File: config.mk
export PLATFORM = sky130hd
export DESIGN_NAME = page_xlator
export DESIGN_NICKNAME = d
export VERILOG_FILES = /design/src/rtl/xlat_pkg.sv /design/src/rtl/xlat_ctrl.sv /design/src/rtl/xlat_datapath.sv /design/src/rtl/page_xlator.sv
export SDC_FILE = /design/constraint.sdc
export NUM_CORES = 1
export LEC_CHECK = 0
export ABC_AREA = 1
export BUFFER_PORTS_ARGS = -buffer_cell sky130_fd_sc_hd__clkbuf_2
export CORE_AREA = 2 2 187 189
export DETAILED_ROUTE_END_ITERATION = 16
export DIE_AREA = 0 0 189 191
export HOLD_SLACK_MARGIN = 0.06
export PLACE_DENSITY = 0.8
export SKIP_LAST_GASP = 1
export SLEW_MARGIN = 10
export SYNTH_ARGS = -nofsm -noshare
export SYNTH_HDL_FRONTEND = slang
export SYNTH_SLANG_ARGS = --single-unit
File: constraint.sdc
create_clock -name clk -period 5.4 [get_ports clk]
set_input_delay 0.27 -clock clk [delete_from_list [all_inputs] [get_ports clk]]
set_output_delay 0.27 -clock clk [all_outputs]
set_load 0.05 [all_outputs]
File: src/rtl/xlat_pkg.sv
package xlat_pkg;
  typedef enum logic [1:0] {ST_IDLE, ST_ISSUE, ST_WAIT} xlatState_t;

  // strobes from control to datapath
  typedef struct packed {
    logic capture;   // latch page number and offset of a missing request
    logic install;   // write fetched entry into the cache
    logic finish;    // complete the current request next cycle
    logic fault;     // completion is a fault
    logic useMem;    // frame comes from memory data rather than the cache
  } xlatStrobe_t;
endpackage

File: src/rtl/xlat_ctrl.sv
module xlat_ctrl
  import xlat_pkg::*;
(
  input  logic        clk,
  input  logic        rstN,
  input  logic        reqValid,
  input  logic        tlbHit,
  input  logic        lenFault,
  input  logic        memRespValid,
  input  logic        pteValid,
  output xlatStrobe_t strobe,
  output logic        reqReady,
  output logic        memReqValid
);
  xlatState_t stateQ, stateD;

  assign reqReady    = (stateQ == ST_IDLE);
  assign memReqValid = (stateQ == ST_ISSUE);

  always_comb begin
    strobe = '0;
    stateD = stateQ;
    case (stateQ)
      ST_IDLE: if (reqValid) begin
        if (lenFault) begin
          strobe.finish = 1'b1;
          strobe.fault  = 1'b1;
        end else if (tlbHit) begin
          strobe.finish = 1'b1;
        end else begin
          strobe.capture = 1'b1;
          stateD = ST_ISSUE;
        end
      end
      ST_ISSUE: stateD = ST_WAIT;
      ST_WAIT: if (memRespValid) begin
        strobe.finish  = 1'b1;
        strobe.useMem  = 1'b1;
        strobe.fault   = !pteValid;
        strobe.install = pteValid;
        stateD = ST_IDLE;
      end
      default: stateD = ST_IDLE;
    endcase
  end

  always_ff @(posedge clk) begin
    if (!rstN) stateQ <= ST_IDLE;
    else       stateQ <= stateD;
  end

  // an out-of-range page never reaches memory
  p_len_no_read_r5: assert property (@(posedge clk) disable iff (!rstN)
    (reqValid && reqReady && lenFault) |=> !memReqValid);

  // a hit completes with no memory read
  p_hit_no_read_r2: assert property (@(posedge clk) disable iff (!rstN)
    (reqValid && reqReady && !lenFault && tlbHit) |=> !memReqValid);

  // a missing request holds the block busy
  p_busy_r11: assert property (@(posedge clk) disable iff (!rstN)
    (reqValid && reqReady && !lenFault && !tlbHit) |=> !reqReady);
endmodule

File: src/rtl/xlat_datapath.sv
module xlat_datapath
  import xlat_pkg::*;
#(
  parameter int VA_W       = 32,
  parameter int PA_W       = 32,
  parameter int MEM_AW     = 32,
  parameter int PAGE_BYTES = 4096,
  parameter int TLB_N      = 8,
  localparam int OFF_W     = $clog2(PAGE_BYTES),
  localparam int VPN_W     = VA_W - OFF_W,
  localparam int FRAME_W   = PA_W - OFF_W,
  localparam int IDX_W     = (TLB_N > 1) ? $clog2(TLB_N) : 1
) (
  input  logic              clk,
  input  logic              rstN,
  input  xlatStrobe_t       strobe,
  input  logic              flush,
  input  logic [VA_W-1:0]   reqVaddr,
  input  logic [MEM_AW-1:0] ptBase,
  input  logic [VPN_W:0]    ptLen,
  input  logic [31:0]       memRespData,
  output logic              tlbHit,
  output logic              lenFault,
  output logic              pteValid,
  output logic [MEM_AW-1:0] memReqAddr,
  output logic              respValid,
  output logic              respFault,
  output logic [PA_W-1:0]   respPaddr
);
  localparam int PTE_SH = 2;

  if (PAGE_BYTES < 512 || PAGE_BYTES > 8192 || (PAGE_BYTES & (PAGE_BYTES - 1)) != 0)
  begin : g_badPage
    initial $fatal(1, "PAGE_BYTES must be a power of two from 512 to 8192");
  end

  logic [VPN_W-1:0]   tagQ   [TLB_N];
  logic [FRAME_W-1:0] frameQ [TLB_N];
  logic [TLB_N-1:0]   validQ;
  logic [IDX_W-1:0]   ptrQ;
  logic [TLB_N-1:0]   hitVec;
  logic [FRAME_W-1:0] hitFrame;
  logic [VPN_W-1:0]   vpnQ;
  logic [OFF_W-1:0]   offQ;

  wire [VPN_W-1:0]   reqVpn   = reqVaddr[VA_W-1:OFF_W];
  wire [OFF_W-1:0]   reqOff   = reqVaddr[OFF_W-1:0];
  wire [FRAME_W-1:0] memFrame = memRespData[FRAME_W-1:0];

  for (genvar i = 0; i < TLB_N; i++) begin : g_cmp
    assign hitVec[i] = validQ[i] && (tagQ[i] == reqVpn);
  end

  always_comb begin
    hitFrame = '0;
    for (int i = 0; i < TLB_N; i++)
      if (hitVec[i]) hitFrame = hitFrame | frameQ[i];
  end

  assign tlbHit     = |hitVec;
  assign lenFault   = ({1'b0, reqVpn} >= ptLen);
  assign pteValid   = memRespData[31];
  assign memReqAddr = ptBase + MEM_AW'({vpnQ, {PTE_SH{1'b0}}});

  always_ff @(posedge clk) begin
    if (strobe.capture) begin
      vpnQ <= reqVpn;
      offQ <= reqOff;
    end
  end

  always_ff @(posedge clk) begin
    if (!rstN || flush) begin
      validQ <= '0;
      ptrQ   <= '0;
    end else if (strobe.install) begin
      validQ[ptrQ] <= 1'b1;
      ptrQ <= (ptrQ == IDX_W'(TLB_N - 1)) ? '0 : ptrQ + 1'b1;
    end
  end

  always_ff @(posedge clk) begin
    if (!flush && strobe.install) begin
      tagQ[ptrQ]   <= vpnQ;
      frameQ[ptrQ] <= memFrame;
    end
  end

  always_ff @(posedge clk) begin
    if (!rstN) begin
      respValid <= 1'b0;
      respFault <= 1'b0;
      respPaddr <= '0;
    end else begin
      respValid <= strobe.finish;
      respFault <= strobe.finish && strobe.fault;
      if (strobe.fault)       respPaddr <= '0;
      else if (strobe.useMem) respPaddr <= {memFrame, offQ};
      else                    respPaddr <= {hitFrame, reqOff};
    end
  end

  // flush leaves no live entry
  p_flush_clear_r9: assert property (@(posedge clk) disable iff (!rstN)
    flush |=> (validQ == '0));

  // a page is never held in two entries
  p_single_match_r8: assert property (@(posedge clk) disable iff (!rstN)
    $onehot0(hitVec));

  // an install without flush leaves the chosen entry live
  p_install_live_r7: assert property (@(posedge clk) disable iff (!rstN)
    (strobe.install && !flush) |=> validQ[$past(ptrQ)]);

  // flush on a fill edge leaves the cache empty
  p_flush_wins_r10: assert property (@(posedge clk) disable iff (!rstN)
    (strobe.install && flush) |=> ($countones(validQ) == 0));
endmodule

File: src/rtl/page_xlator.sv
module page_xlator
  import xlat_pkg::*;
#(
  parameter int VA_W       = 32,
  parameter int PA_W       = 32,
  parameter int MEM_AW     = 32,
  parameter int PAGE_BYTES = 4096,
  parameter int TLB_N      = 8,
  localparam int OFF_W     = $clog2(PAGE_BYTES),
  localparam int VPN_W     = VA_W - OFF_W
) (
  input  logic              clk,
  input  logic              rstN,
  input  logic              flush,
  input  logic [MEM_AW-1:0] ptBase,
  input  logic [VPN_W:0]    ptLen,
  input  logic              reqValid,
  output logic              reqReady,
  input  logic [VA_W-1:0]   reqVaddr,
  output logic              respValid,
  output logic              respFault,
  output logic [PA_W-1:0]   respPaddr,
  output logic              memReqValid,
  output logic [MEM_AW-1:0] memReqAddr,
  input  logic              memRespValid,
  input  logic [31:0]       memRespData
);
  xlatStrobe_t strobe;
  logic tlbHit, lenFault, pteValid;

  xlat_ctrl u_ctrl (
    .clk(clk), .rstN(rstN), .reqValid(reqValid), .tlbHit(tlbHit),
    .lenFault(lenFault), .memRespValid(memRespValid), .pteValid(pteValid),
    .strobe(strobe), .reqReady(reqReady), .memReqValid(memReqValid)
  );

  xlat_datapath #(
    .VA_W(VA_W), .PA_W(PA_W), .MEM_AW(MEM_AW),
    .PAGE_BYTES(PAGE_BYTES), .TLB_N(TLB_N)
  ) u_dp (
    .clk(clk), .rstN(rstN), .strobe(strobe), .flush(flush),
    .reqVaddr(reqVaddr), .ptBase(ptBase), .ptLen(ptLen),
    .memRespData(memRespData), .tlbHit(tlbHit), .lenFault(lenFault),
    .pteValid(pteValid), .memReqAddr(memReqAddr), .respValid(respValid),
    .respFault(respFault), .respPaddr(respPaddr)
  );
endmodule

==> results.cfg <==
[route]
wirelength_mm = 49.9
drc_errors = 0
via_per_inst = 5.46
drt-initial-drc-count = 1322
wire_per_inst_um = 19.5
ant_nets = 0
drt-pass1-iter-count = 5
via_count = 14000

[synth]
synth_ff_type = edfxtp_1
ys_warn_count = 0
ys_ff_latch = 399
yosysTopAreaCellShare_pct = 57.3
synth_most_common_cell = nand2_1
synthCells = 1853
async_flop_share_pct = 0
avgSynthCellArea_um2 = 9.96
synth_edf_count = 352
synth_area_um2 = 18500
post_synth_num_cell_types = 41
seq_area_frac_synth_pct = 62.4
synth_common_cells = 536 x nand2_1, 352 x edfxtp_1, 224 x inv_1
synth_nets = 2018
yosys-top-cells-area = edfxtp_1 57%, nand2_1 11%, dfxtp_1 5.1%, inv_1 4.6%, nor2_1 4.5%
synth_top_cell_by_area = edfxtp_1

[cts]
cts_made_buffers = 40
ctsLongestPathBuffers = 3
htree_num_levels = 2
cts.clk_slew.worst_paths_ps = 60
clk_latency_ps = 530
cts-root-buf = clkbuf_16
tritoncts = yes
cts.sinks = 399
post_cts_resized = 0

[timing]
final.setup_skew_ps = 14.0
setup_viol_count_final = 0
drv_slew = 0
hold_viol = 0
timing.fmax_mhz = 269
fin_crit_ps = 3720
fin_tns_setup_ps = 0
worst_slew_pin_slew_ps = 1280
setup_slack_ps = 1680
relSlewSlack_pct = 14.4
min_period_over_period_pct = 69.0
rsz0062_at_grt = no

[worst_hold_path]
hp-class = in2reg

[global_route]
overflow = 0
grt_max_degree = 41
antenna_found_initial = 0
gr-usage-all-layers_pct = 27.6
grt_pass1_vias = 13800
grt_pass1_wl_mm = 75.3

[cells_and_area]
fin_area_um2 = 21300
area_growth_pct = 15.3
final_util_pct = 62.4
fillCellCount = 2583
seqCellArea_um2 = 11500
multi_input_area_um2 = 5830
nNetsFinal = 2235
drive_above_1_share_pct = 15.7
diodes = 0

[place]
post-place-ws_ps = 1940
io_buffers = 174
placed_cell_area_um2 = 19800
gp_congestion = 0.932
dp_hpwl_mm = 32.9

[die]
die_area_um2 = 36100
pin_count = 190
die_x_um = 189
initial_core_util_pct = 54.1
core_area_um2 = 34100
rows = 68
die_h_um = 191

[run]
max_cap_viol_count = 0

[power]
power.static_leakage_nw = 9.13
power_density_nw_per_um2 = 320
ir_drop_mv = 0.207
finalPower_mw = 6.81

[worst_setup_path]
crit_required_ps = 5130
worstPathMaxFanout = 9
endpoint_kind = output pin
arrival_ps = 3450
path_class = reg2out
cp-start-kind = flop

[run_status]
outcome = complete, no violations
what timing repair did:
item | 4_1_cts | 5_1_grt
endpoints found under the hold margin | 130 | 0
hold buffers | 27 | 0
endpoints found under the setup margin | 0 | 0
buffers inserted | 0 | 0
metrics by stage:
stage	hold slack, ps	std cells
after global routing	79.9	2555
after CTS	64.3	2555
after detailed placement	440	2456
after floorplan	369	1853
final	70.8	2555
after global placement	443	2456
report_power, final:
| group | total [mW] | switching [mW] | internal [mW] |
|---|---|---|---|
| sequential | 3.45 | 0.0551 | 3.40 |
| combinational | 0.744 | 0.544 | 0.200 |
| clock | 2.61 | 1.11 | 1.50 |
worst max-delay path: stages (launching register included):
cell and delay (ps):
edfxtp_1 640, ha_1 270, inv_1 80, fa_1 450
inv_1 100, nand3_1 80, nand3_1 150, nand2_1 90
o21ai_0 370, nand2_1 90, nand2_1 140, xor2_1 170
clkbuf_2 300
flip-flops by register name, summed over array words and instances, names as in the netlist:
register,flops
u_dp.ptrQ,3
u_dp.frameQ,160
u_dp.respFault,1
u_dp.respValid,1
u_dp.offQ,12
u_dp.respPaddr,32
u_ctrl.stateQ,2
u_dp.vpnQ,20
u_dp.validQ,8
u_dp.tagQ,160
path summary, 6_finish.rpt:
path | start | to | slack, ps | cells after the start
setup / recovery | u_dp.vpnQ[0] | memReqAddr[24] | 1680 | 12
hold / removal | memRespData[19] | u_dp.frameQ[2][19] | 70 | 1
setup reg to reg | u_ctrl.stateQ[0] | u_dp.frameQ[1][15] | 2240 | 10
hold reg to reg | u_dp.validQ[3] | u_dp.validQ[3] | 450 | 2
logic make-up (layout without fill, tap and decap cells):
kind of cell	Yosys count	after routing	share of synthesized area (%)
adders and majority gates	43	43	2.96
buffers and inverters	280	527	6.45
DFF	399	399	62.4
and+or+nand+nor	910	910	20.5
muxes	12	12	0.651
xor gates and xnor gates	53	53	2.52
AOI/OAI and AO/OA	156	156	4.60
area by class of cell:
class | instances | area share, %
clock buffer | 59 | 5.51
clock inverter | 13 | 0.312
inverter | 244 | 4.32
multi-input combinational | 1174 | 27.4
sequential | 399 | 54.1
tap | 455 | 2.67
timing repair buffer | 211 | 5.71
placed cells by master (no fill, tap or decap), drive strengths merged, types with 15 or more instances in the layout:
cell type	n
nand3	53
clkbuf	233
nor2	248
inv	241
o21ai	75
dfxtp	47
a21oi	57
nor3	21
edfxtp	352
clkinv	15
nand2	538
or2	21
xnor2	34
xor2	19
nand4	22
dlygate4sd3	27
ha	42
per-layer routing:
| metal | part of all wire, % | global-route usage [%] | vias up |
|---|---|---|---|
| li1 | - | - | 6509 |
| met1 | 37 | 34.2 | 6534 |
| met2 | 48 | 47.8 | 771 |
| met3 | 9.8 | 4.70 | 140 |
| met4 | 4.3 | 11.8 | 0 |
| met5 | 0 | 0 | - |
Note: power is estimated with default switching activity, not from simulation.
